===== src/rtl/alu8_pkg.sv =====
package alu8_pkg;
   localparam int OP_W = 5;

   typedef enum logic [OP_W-1:0] {
      OP_ADD   = 5'd0,
      OP_SUB   = 5'd1,
      OP_INC   = 5'd2,
      OP_DEC   = 5'd3,
      OP_INCSZ = 5'd4,
      OP_DECSZ = 5'd5,
      OP_AND   = 5'd6,
      OP_IOR   = 5'd7,
      OP_XOR   = 5'd8,
      OP_COM   = 5'd9,
      OP_MOVF  = 5'd10,
      OP_MOVW  = 5'd11,
      OP_CLR   = 5'd12,
      OP_SWAP  = 5'd13,
      OP_RRF   = 5'd14,
      OP_RLF   = 5'd15,
      OP_BCF   = 5'd16,
      OP_BSF   = 5'd17,
      OP_BTFSC = 5'd18,
      OP_BTFSS = 5'd19,
      OP_MOVLW = 5'd20,
      OP_ANDLW = 5'd21,
      OP_IORLW = 5'd22,
      OP_XORLW = 5'd23
   } alu_op_e;

   typedef enum logic [1:0] {
      GRP_NONE  = 2'd0,
      GRP_ARITH = 2'd1,
      GRP_LOGIC = 2'd2,
      GRP_BITROT = 2'd3
   } alu_grp_e;

   function automatic alu_grp_e op_group(alu_op_e o);
      case (o)
         OP_ADD, OP_SUB, OP_INC, OP_DEC, OP_INCSZ, OP_DECSZ:
            op_group = GRP_ARITH;
         OP_AND, OP_IOR, OP_XOR, OP_COM, OP_MOVF, OP_MOVW, OP_CLR,
         OP_SWAP, OP_MOVLW, OP_ANDLW, OP_IORLW, OP_XORLW:
            op_group = GRP_LOGIC;
         OP_RRF, OP_RLF, OP_BCF, OP_BSF, OP_BTFSC, OP_BTFSS:
            op_group = GRP_BITROT;
         default:
            op_group = GRP_NONE;
      endcase
   endfunction
endpackage


===== src/rtl/alu8_arith.sv =====
module alu8_arith
   import alu8_pkg::*;
#(
   parameter int WIDTH         = 8,
   parameter bit SUB_VIA_ADDER = 1'b1
) (
   input  logic [WIDTH-1:0] a_w,
   input  logic [WIDTH-1:0] a_f,
   input  alu_op_e          a_op,
   output logic [WIDTH-1:0] a_res,
   output logic             a_cout
);
   localparam logic [WIDTH-1:0] ONE   = {{(WIDTH-1){1'b0}}, 1'b1};
   localparam logic [WIDTH:0]   ONE_X = {{WIDTH{1'b0}}, 1'b1};

   logic [WIDTH:0]   sum_x;
   logic [WIDTH-1:0] diff;
   logic             no_borrow;

   assign sum_x = {1'b0, a_f} + {1'b0, a_w};

   generate
      if (SUB_VIA_ADDER) begin : g_sub_add
         logic [WIDTH:0] dsum;
         assign dsum      = {1'b0, a_f} + {1'b0, ~a_w} + ONE_X;
         assign diff      = dsum[WIDTH-1:0];
         assign no_borrow = dsum[WIDTH];
      end else begin : g_sub_direct
         logic [WIDTH:0] dx;
         assign dx        = {1'b0, a_f} - {1'b0, a_w};
         assign diff      = dx[WIDTH-1:0];
         assign no_borrow = ~dx[WIDTH];
      end
   endgenerate

   always_comb begin
      a_res  = '0;
      a_cout = 1'b0;
      case (a_op)
         OP_ADD: begin
            a_res  = sum_x[WIDTH-1:0];
            a_cout = sum_x[WIDTH];
         end
         OP_SUB: begin
            a_res  = diff;
            a_cout = no_borrow;
         end
         OP_INC, OP_INCSZ: a_res = a_f + ONE;
         OP_DEC, OP_DECSZ: a_res = a_f - ONE;
         default: ;
      endcase
   end
endmodule


===== src/rtl/alu8_logic.sv =====
module alu8_logic
   import alu8_pkg::*;
#(
   parameter int WIDTH = 8
) (
   input  logic [WIDTH-1:0] l_w,
   input  logic [WIDTH-1:0] l_f,
   input  logic [WIDTH-1:0] l_lit,
   input  alu_op_e          l_op,
   output logic [WIDTH-1:0] l_res
);
   localparam int HALF = WIDTH / 2;

   logic [WIDTH-1:0] swapped;
   assign swapped = {l_f[HALF-1:0], l_f[WIDTH-1:HALF]};

   always_comb begin
      case (l_op)
         OP_AND:   l_res = l_w & l_f;
         OP_IOR:   l_res = l_w | l_f;
         OP_XOR:   l_res = l_w ^ l_f;
         OP_ANDLW: l_res = l_w & l_lit;
         OP_IORLW: l_res = l_w | l_lit;
         OP_XORLW: l_res = l_w ^ l_lit;
         OP_COM:   l_res = ~l_f;
         OP_MOVF:  l_res = l_f;
         OP_MOVW:  l_res = l_w;
         OP_MOVLW: l_res = l_lit;
         OP_SWAP:  l_res = swapped;
         default:  l_res = '0;
      endcase
   end
endmodule


===== src/rtl/alu8_bitrot.sv =====
module alu8_bitrot
   import alu8_pkg::*;
#(
   parameter int WIDTH = 8,
   localparam int BIT_W = $clog2(WIDTH)
) (
   input  logic [WIDTH-1:0] b_f,
   input  logic             b_cin,
   input  logic [BIT_W-1:0] b_sel,
   input  alu_op_e          b_op,
   output logic [WIDTH-1:0] b_res,
   output logic             b_cout,
   output logic             b_tbit
);
   localparam logic [WIDTH-1:0] ONE = {{(WIDTH-1){1'b0}}, 1'b1};

   logic [WIDTH-1:0] mask;
   assign mask   = ONE << b_sel;
   assign b_tbit = |(b_f & mask);

   always_comb begin
      b_res  = b_f;
      b_cout = 1'b0;
      case (b_op)
         OP_RRF: begin
            b_res  = {b_cin, b_f[WIDTH-1:1]};
            b_cout = b_f[0];
         end
         OP_RLF: begin
            b_res  = {b_f[WIDTH-2:0], b_cin};
            b_cout = b_f[WIDTH-1];
         end
         OP_BSF:  b_res = b_f | mask;
         OP_BCF:  b_res = b_f & ~mask;
         default: b_res = b_f;
      endcase
   end
endmodule


===== src/rtl/alu8_core.sv =====
module alu8_core
   import alu8_pkg::*;
#(
   parameter int WIDTH         = 8,
   parameter bit SUB_VIA_ADDER = 1'b1,
   localparam int BIT_W        = $clog2(WIDTH)
) (
   input  logic [WIDTH-1:0] w_in,
   input  logic [WIDTH-1:0] f_in,
   input  logic [WIDTH-1:0] lit_in,
   input  logic [BIT_W-1:0] bit_sel,
   input  logic [4:0]       op,
   input  logic             carry_in,
   output logic [WIDTH-1:0] result,
   output logic             carry_out,
   output logic             zero_out,
   output logic             carry_we,
   output logic             zero_we,
   output logic             skip
);
   generate
      if (WIDTH < 4 || (WIDTH % 2) != 0) begin : g_bad_width
         $error("alu8_core: WIDTH must be even and at least 4");
      end
      if ((1 << BIT_W) != WIDTH) begin : g_bad_pow2
         $error("alu8_core: WIDTH must be a power of two");
      end
   endgenerate

   alu_op_e          op_e;
   alu_grp_e         grp;
   logic [WIDTH-1:0] arith_res, logic_res, bit_res;
   logic             arith_cout, rot_cout, test_bit;

   assign op_e = alu_op_e'(op);
   assign grp  = op_group(op_e);

   alu8_arith #(.WIDTH(WIDTH), .SUB_VIA_ADDER(SUB_VIA_ADDER)) u_arith (
      .a_w   (w_in),
      .a_f   (f_in),
      .a_op  (op_e),
      .a_res (arith_res),
      .a_cout(arith_cout)
   );

   alu8_logic #(.WIDTH(WIDTH)) u_logic (
      .l_w  (w_in),
      .l_f  (f_in),
      .l_lit(lit_in),
      .l_op (op_e),
      .l_res(logic_res)
   );

   alu8_bitrot #(.WIDTH(WIDTH)) u_bitrot (
      .b_f   (f_in),
      .b_cin (carry_in),
      .b_sel (bit_sel),
      .b_op  (op_e),
      .b_res (bit_res),
      .b_cout(rot_cout),
      .b_tbit(test_bit)
   );

   always_comb begin
      case (grp)
         GRP_ARITH:  result = arith_res;
         GRP_LOGIC:  result = logic_res;
         GRP_BITROT: result = bit_res;
         default:    result = '0;
      endcase
   end

   assign zero_out = ~|result;

   always_comb begin
      carry_we  = 1'b0;
      carry_out = carry_in;
      case (op_e)
         OP_ADD, OP_SUB: begin
            carry_we  = 1'b1;
            carry_out = arith_cout;
         end
         OP_RRF, OP_RLF: begin
            carry_we  = 1'b1;
            carry_out = rot_cout;
         end
         default: ;
      endcase
   end

   always_comb begin
      case (op_e)
         OP_ADD, OP_SUB, OP_INC, OP_DEC, OP_AND, OP_IOR, OP_XOR,
         OP_COM, OP_MOVF, OP_CLR, OP_ANDLW, OP_IORLW, OP_XORLW:
            zero_we = 1'b1;
         default:
            zero_we = 1'b0;
      endcase
   end

   always_comb begin
      case (op_e)
         OP_INCSZ, OP_DECSZ: skip = ~|arith_res;
         OP_BTFSC:           skip = ~test_bit;
         OP_BTFSS:           skip = test_bit;
         default:            skip = 1'b0;
      endcase
   end
endmodule


===== config.mk =====
export PLATFORM = sky130hd
export DESIGN_NAME = alu8_core
export DESIGN_NICKNAME = d
export VERILOG_FILES = /design/src/rtl/alu8_pkg.sv /design/src/rtl/alu8_arith.sv /design/src/rtl/alu8_logic.sv /design/src/rtl/alu8_bitrot.sv /design/src/rtl/alu8_core.sv
export SDC_FILE = /design/constraint.sdc
export NUM_CORES = 1
export LEC_CHECK = 0
export BUFFER_PORTS_ARGS = -buffer_cell sky130_fd_sc_hd__clkbuf_2
export CORE_MARGIN = 3
export CORE_UTILIZATION = 35
export DETAILED_ROUTE_END_ITERATION = 6
export SKIP_LAST_GASP = 1
export SYNTH_ARGS = -nofsm -noshare
export SYNTH_HDL_FRONTEND = slang
export SYNTH_SLANG_ARGS = --single-unit

===== constraint.sdc =====
create_clock -name vclk -period 2.65
set_input_delay 0.1325 -clock vclk [all_inputs]
set_output_delay 0.1325 -clock vclk [all_outputs]
set_load 0.01 [all_outputs]

Word level (Yosys, flattened, before mapping)
Memories as Yosys holds them, arrays and structs flattened.
Index checks and enable logic that the tools add are counted.
{"block": "totals", "reg_bits": 0, "mem_bits_ro": 96, "inputBits": 33, "out_inout_bits": 13, "elab_cells": 67, "n_memories": 2}
{"name": "(no name shown)", "words": 32, "word_bits": 2, "rd": 1, "rd_ports_with_merged_regs": 0, "write_ports": 0, "line_no": "alu8_pkg.sv:39", "text": "case (o)"}
{"name": "(no name shown)", "words": 32, "word_bits": 1, "rd": 1, "rd_ports_with_merged_regs": 0, "write_ports": 0, "line_no": "alu8_core.sv:92", "text": "case (op_e)"}
{"block": "classes", "n_addsub": 5, "eq_ne": 25, "n_shift": 1, "n_mux": 9, "bitwise_logic": 13, "reduce_logical": 12}
{"operator": "one-hot mux 8 bit (11 select lines)", "n": 1}
{"operator": "one-hot mux 8 bit (4 select lines)", "n": 2}
{"operator": "== test 5 bit, second input constant", "n": 8}
{"operator": "== test 5 x 4 -> 1 bit, second input constant", "n": 7}
{"operator": "AND 8 bit", "n": 4}
{"operator": "inverter 8 bit", "n": 3}
{"operator": "OR 8 bit", "n": 3}
{"operator": "one-hot mux 8 bit (3 select lines)", "n": 1}
{"operator": "OR reduction 8 bit", "n": 3}
{"operator": "== test 5 x 3 -> 1 bit, second input constant", "n": 4}
{"operator": "adder 8 x 8 -> 9 bit", "n": 2}
{"operator": "bitwise XOR 8 bit", "n": 2}
{"operator": "== test 5 x 2 -> 1 bit, second input constant", "n": 2}
{"operator": "OR reduction 2 bit", "n": 5}
{"operator": "adder 9 x 1 -> 9 bit, second input constant", "n": 1}
{"operator": "adder 8 x 1 -> 8 bit, second input constant", "n": 1}
{"operator": "left shift 1 x 3 -> 8 bit, first input constant", "n": 1}
{"operator": "subtractor 8 x 1 -> 8 bit, second input constant", "n": 1}
{"operator": "one-hot mux 1 bit (2 select lines)", "n": 3}
{"operator": "== test 5 x 1 -> 1 bit, second input constant", "n": 1}
{"operator": "zero test 5 bit", "n": 1}
{"operator": "== test 2 bit, second input constant", "n": 2}
{"operator": "OR reduction 4 bit", "n": 1}
{"operator": "one-hot mux 1 bit (3 select lines)", "n": 1}
{"operator": "4 further kinds", "n": 5}

Longest topological paths before layout
Gate-level depths: netlist of the first run.
{"block": "logic_depth", "depth_word": 7, "depth_mapped": 13, "mapped_depth_nobuf": 12}

Cells and area by module
A second synthesis of the first run with hierarchy kept.
{"block": "unflattened", "cells_unflattened": 423, "hier_area_um2": 2912.8}
{"module": "alu8_arith", "n_inst": 1, "cells_per_inst": 153, "area_each_um2": 1094.8, "seq_area_each_um2": 0.0}
{"module": "alu8_logic", "n_inst": 1, "cells_per_inst": 139, "area_each_um2": 924.6, "seq_area_each_um2": 0.0}
{"module": "alu8_core", "n_inst": 1, "cells_per_inst": 72, "area_each_um2": 450.4, "seq_area_each_um2": 0.0}
{"module": "alu8_bitrot", "n_inst": 1, "cells_per_inst": 59, "area_each_um2": 442.9, "seq_area_each_um2": 0.0}

Worst setup path before layout of the first run
OpenSTA, ideal clock, no wires.
{"block": "synth_timing", "kind": "input-to-output", "from": "input op[0]", "to": "output zero_out", "arrival_time_ps": 3031, "required_time_ps": 2518, "path_slack_ps": -514, "stages": 13, "n_path_buf": 2, "path_cell_list": "buf_2 > buf_2 > clkinv_1 > nor2_1 > inv_1 > fa_1 > nand2b_1 > a21oi_1 > o21ai_0 > and4_1 > a211oi_1 > and4_1 > nor4bb_1"}
{"block": "synth_via", "elab_chain_cells": 6, "word_cells_on_any_way": 33, "cone_classes": "eq/ne (23); mux (4); reduce/logical (5); memory (1)"}
{"element": "start, declared", "line_no": "alu8_core.sv:12", "text": "input logic [4:0] op,"}
{"element": "parallel branches: the longest is 3 deep, another holds memory (32 x 2 bit)"}
{"element": "one-hot mux 8 bit (3 select lines) (*)", "line_no": "alu8_core.sv:65", "text": "case (grp)"}
{"element": "OR reduction 8 bit (*)", "line_no": "alu8_core.sv:73", "text": "assign zero_out = ~|result;"}
{"element": "zero test 1 bit (*)", "line_no": "alu8_core.sv:73"}
{"element": "end, declared", "line_no": "alu8_core.sv:16", "text": "output logic zero_out,"}
Mark *: on every way between the ends.

Worst setup path after layout of the first run
{"block": "layout_timing", "from": "input op[1]", "to": "output zero_out"}
Same word-level chain as after synthesis.

==> flow_metrics.env, run 1 <==
export IMPL_synth_cell_types=76
export IMPL_slew_headroom=0.381
export IMPL_vias=3896
export IMPL_synthTopCellsByArea="ha_1, mux2i_1, a22oi_1"
export IMPL_drive_above_1_share=0.381
export IMPL_crit_fanout=6
export IMPL_drt_iter0_markers=563
export IMPL_grt_pass1_wl_mm=18.6
export IMPL_mostFrequentLayoutCell="buf_4"
export IMPL_num_rows=32
export IMPL_hold_path_class="in2out"
export IMPL_overflow=0
export IMPL_arrival_ns=2.71
export IMPL_dr_pass1_iters=5
export IMPL_ys_seq_area_frac=0
export IMPL_whs_ns=0.795
export IMPL_routed_wirelength_mm=12.5
export IMPL_flops_and_latches=0
export IMPL_critPathLaunchType="primary input"
export IMPL_wl_per_cell_um=19.8
export IMPL_syn_nets=471
export IMPL_drv_cap=0
export IMPL_final_setup_tns_ns=-0.296
export IMPL_clockBufferCount=0
export IMPL_outcome="finished with violations"
export IMPL_final_net_count=589
export IMPL_die_w_um=96.5
export IMPL_grt_pass1_vias=3511
export IMPL_nFillCells=811
export IMPL_place_ws_ns=-0.391
export IMPL_area_growth_pct=44.8
export IMPL_min_from="carry_in"
export IMPL_grt_use_total=0.256
export IMPL_rsz0062_at_grt="yes"
export IMPL_drt_antenna_violating_nets=0
export IMPL_syn_avg_cell_area_um2=6.95
export IMPL_syn_inst=412
export IMPL_ios=46
export IMPL_antenna_found_initial=0
export IMPL_final_cell_mix="buf_4, clkbuf_2, nor2_1, nand2_1, a21oi_1"
export IMPL_peakVddDrop_uv=59.8
export IMPL_hold_end="carry_out"
export IMPL_multi_input_area_um2=2900
export IMPL_p_leak_nw=1.83
export IMPL_portBuffers=46
export IMPL_drv_slew=0
export IMPL_drt_vias_per_instance=6.18
export IMPL_p_per_area_nw_per_um2=181
export IMPL_netlist_area_um2=2860
export IMPL_fin_crit_ns=2.84
export IMPL_crit_required_ns=2.52
export IMPL_core_um2=7850
export IMPL_final_area_um2=4150
export IMPL_end_kind="primary output"
export IMPL_die_height_um=96.5
export IMPL_finalHoldViolations=0
export IMPL_die_area_um2=9300
export IMPL_hpwlAfterDp_mm=9.59
export IMPL_postPlaceCellArea_um2=3810
export IMPL_grt_start_max_net_pins=29
export IMPL_synth_top_cell_area_share=0.100
export IMPL_yosys_warnings=0
export IMPL_worstHoldPathCells=4
export IMPL_place_congestion=0.965
export IMPL_register_area_um2=0
export IMPL_synth_top_cell_by_area="ha_1"
export IMPL_drc_errors=0
export IMPL_fmax_ghz=0.352
export IMPL_finalSetupViolCount=2
export IMPL_start_util=0.365
export IMPL_path_class="in2out"
export IMPL_n_antenna_cell=0
export IMPL_violations="negative setup slack"
export IMPL_finalCritPeriodShare=1.07
export IMPL_setup_slack_ns=-0.194
export IMPL_worst_pin_slew_ns=0.927
## how the worst max path moves through the flow
stage	endpoint	slack [ns]	cells after the start	from
floorplan	zero_out	0.009	13	op[2]
global placement	zero_out	-0.24	14	op[2]
detailed placement	zero_out	-0.39	14	op[2]
CTS	zero_out	-0.15	13	op[2]
global route	zero_out	-0.26	11	w_in[2]
finish	zero_out	-0.19	15	op[1]
## kinds of logic (layout without fill, tap and decap cells)
group,after synthesis,after routing,share of synthesized area
AOI/OAI and AO/OA,150,150,0.389
buffers and inverters,55,171,0.0791
adders and majority gates,26,26,0.121
muxes,18,18,0.0721
and+or+nand+nor,151,151,0.301
xor gates and xnor gates,12,12,0.0367
## repair_timing
item,CTS,global route
hold buffers,0,0
gates resized for setup,12,43
buffers inserted,5,7
pin swaps,9,19
setup endpoints to repair,4,4
## power by group
part	leakage (nW)	total (mW)	internal [mW]	switching [mW]
Clock	0	0	0	0
Sequential	0	0	0	0
Combinational	1.83	0.750	0.351	0.399
Total	1.83	0.750	0.351	0.399
## worst max-delay path: stages
cell,delay [ns]
buf_8,0.10
nor2b_4,0.13
o21ai_4,0.21
nor2_4,0.09
buf_4,0.14
buf_6,0.11
ha_4,0.20
or2_4,0.26
a21oi_4,0.16
a21oi_4,0.06
mux2i_4,0.20
a2111oi_4,0.30
and4_1,0.25
nor4bb_4,0.20
buf_2,0.17
## area by class of cell
cell class         count  share of cell area
inverters             22              0.0202
well taps            102              0.0308
repair buffers       149               0.249
multi-input cells    357               0.700
## Yosys cell counts, types with 5 or more instances
cell,n
clkbuf_1,22
nand3_1,9
a21oi_1,23
a211oi_1,5
and3b_1,5
a22o_1,5
a32oi_1,5
nor2b_1,17
inv_1,21
o22ai_1,5
nor2_1,32
nand2b_1,10
o21ai_0,20
a21o_1,9
mux2i_1,15
buf_2,10
a22oi_1,18
nor3_1,8
ha_1,23
xnor2_1,9
nand2_1,29
## through the flow
stage | std cells | util | power, mW
final | 630 | 0.529 | 0.750
after global routing | 630 | 0.529 | 0.807
after CTS | 623 | 0.497 | 0.684
after detailed placement | 618 | 0.485 | 0.664
after global placement | 618 | 0.485 | 0.656
after floorplan | 412 | - | 0.375
## metal layers
| layer | vias up | wire length [um] | GRT usage |
|---|---|---|---|
| met1 | 1862 | 5360 | 0.363 |
| met4 | 0 | 328 | 0.0596 |
| met5 | - | 0 | 0 |
| met3 | 20 | 913 | 0.0217 |
| li1 | 1820 | - | - |
| met2 | 194 | 5850 | 0.417 |
Power figures use the tool's default switching activity.
==> run 2: changes to the inputs <==
- GPL_TIMING_DRIVEN: default -> 0
==> run 2 against run 1 <==
  * The flow still finishes with violations (negative setup slack)
  * Critical endpoint unchanged
  * Hold slack got worse by 0.034 ns
  * Combinational power shrank 14%
  * Sequential share of layout area is the same
  * Critical path depth is 5 lower
  * Maximum frequency decreased by 4.1%
  * First-iteration DRC count is 13% lower
  * Clock-buffer cell count unchanged
  * Global-route usage shrank 1.1 points
  * Power shrank 14%
  * Via count is 2.0% lower
  * Core utilization is 6.9 points lower
  * Die area is the same
==> flow_metrics.env, run 2 (synthesized netlist as in run 1, its figures left out) <==
export IMPL_hold_buffers=0
export IMPL_outcome="finished with violations"
export IMPL_num_rows=32
export IMPL_drv_cap=0
export IMPL_final_util=0.460
export IMPL_clockBufferCount=0
export IMPL_grt_pass1_vias=3335
export IMPL_finalSetupViolCount=3
export IMPL_path_cells="clkbuf_2 -> buf_6 -> clkbuf_1 -> clkbuf_1 -> a311oi_1 -> nor4_1 -> nand3_1 -> nor2_1 -> nor4bb_4 -> buf_2"
export IMPL_routedLengthMet1_mm=4.81
export IMPL_drt_antenna_violating_nets=0
export IMPL_end_kind="primary output"
export IMPL_flops_and_latches=0
export IMPL_critPathLaunchType="primary input"
export IMPL_grt_use_total=0.244
export IMPL_register_area_um2=0
export IMPL_start_util=0.365
export IMPL_overflow=0
export IMPL_fin_crit_ns=2.96
export IMPL_min_from="carry_in"
export IMPL_finalHoldViolations=0
export IMPL_rsz0062_at_grt="yes"
export IMPL_vias=3820
export IMPL_path_class="in2out"
export IMPL_crit_required_ns=2.52
export IMPL_fmax_ghz=0.337
export IMPL_crit_fanout=10
export IMPL_ios=46
export IMPL_critPathBufInv=5
export IMPL_wl_per_cell_um=20.4
export IMPL_die_area_um2=9300
export IMPL_area_growth_pct=26.0
export IMPL_drt_vias_per_instance=6.62
export IMPL_peakVddDrop_uv=54.3
export IMPL_critPathSlowestCell="nor4_1"
export IMPL_arrival_ns=2.83
export IMPL_hold_path_class="in2out"
export IMPL_violations="negative setup slack"
export IMPL_dr_pass1_iters=5
export IMPL_routed_wirelength_mm=11.8
export IMPL_core_um2=7850
export IMPL_mostFrequentLayoutCell="clkbuf_2"
export IMPL_drv_slew=0
export IMPL_portBuffers=43
export IMPL_highest_layer="met4"
export IMPL_n_antenna_cell=0
export IMPL_hpwlAfterDp_mm=8.92
export IMPL_slew_headroom=0.395
export IMPL_worst_pin_slew_ns=0.900
export IMPL_slowest_delay_ns=0.54
export IMPL_die_w_um=96.5
export IMPL_worst_path_most_repeated_cell="clkbuf_1"
export IMPL_p_leak_nw=1.50
export IMPL_p_per_area_nw_per_um2=179
export IMPL_wl_met2_mm=5.03
export IMPL_final_net_count=536
export IMPL_final_cell_count_no_fill=577
export IMPL_antenna_found_initial=0
export IMPL_crit_family="buffers and inverters"
export IMPL_startpoint="op[4]"
export IMPL_drt_iter0_markers=489
export IMPL_place_congestion=1.07
export IMPL_placed_cells=557
export IMPL_drive_above_1_share=0.253
export IMPL_wl_met3_mm=1.30
export IMPL_finalCritPeriodShare=1.12
export IMPL_grt_start_max_net_pins=13
export IMPL_die_height_um=96.5
export IMPL_setup_slack_ns=-0.315
export IMPL_drc_errors=0
export IMPL_grt_pass1_wl_mm=17.8
export IMPL_final_cell_mix="clkbuf_2, nor2_1, nand2_1, ha_1"
run 2: cell count changes in the layout (fill, tap and decap cells not counted), sizes merged:
cell / change
buf: -75
clkbuf: +22
run 2: through the flow:
stage | setup TNS, ns | hold slack [ns] | setup WS [ns] | total power, mW | instance area [um2]
2_1_floorplan | 0 | 0.442 | 0.00883 | 0.375 | 2910
3_3_place_gp | -3.86 | 0.740 | -0.832 | 0.552 | 3260
3_5_place_dp | -3.97 | 0.742 | -0.830 | 0.556 | 3260
4_1_cts | -0.593 | 0.745 | -0.281 | 0.623 | 3560
5_1_grt | -1.26 | 0.786 | -0.454 | 0.695 | 3610
6_report | -0.613 | 0.761 | -0.315 | 0.647 | 3610
run 2: final timing paths:
kind              slack, ns   endpoint  cells after the start
hold / removal         0.76  carry_out                      4
setup / recovery      -0.31   zero_out                     10
run 2: timing repair:
action,CTS,global route
buffers inserted,20,0
hold endpoints to repair,0,0
pin swaps,13,9
setup endpoints to repair,9,7
resized for setup,39,14
run 2: power breakdown:
| group | total (mW) | internal (mW) | switching [mW] |
|---|---|---|---|
| logic | 0.647 | 0.271 | 0.376 |
| clock network | 0 | 0 | 0 |
| registers | 0 | 0 | 0 |
run 2: layout make-up:
type / instances / area (um2)
plain buffers: 33 / 198
fillers: 821 / 4240
inverters: 22 / 97.6
multi-input cells: 357 / 2800
well taps: 102 / 128
repair buffers: 63 / 388
run 2: worst min-delay path, cell delays in order:
cell	delay, ns
clkbuf_2	0.12
a222oi_1	0.13
o211ai_1	0.12
clkbuf_2	0.14
run 2: layer usage:
layer	up-vias	global-route usage
li1	1713	-
met1	1741	0.352
met4	0	0.0935
met5	-	0
met3	58	0.0217
met2	308	0.374
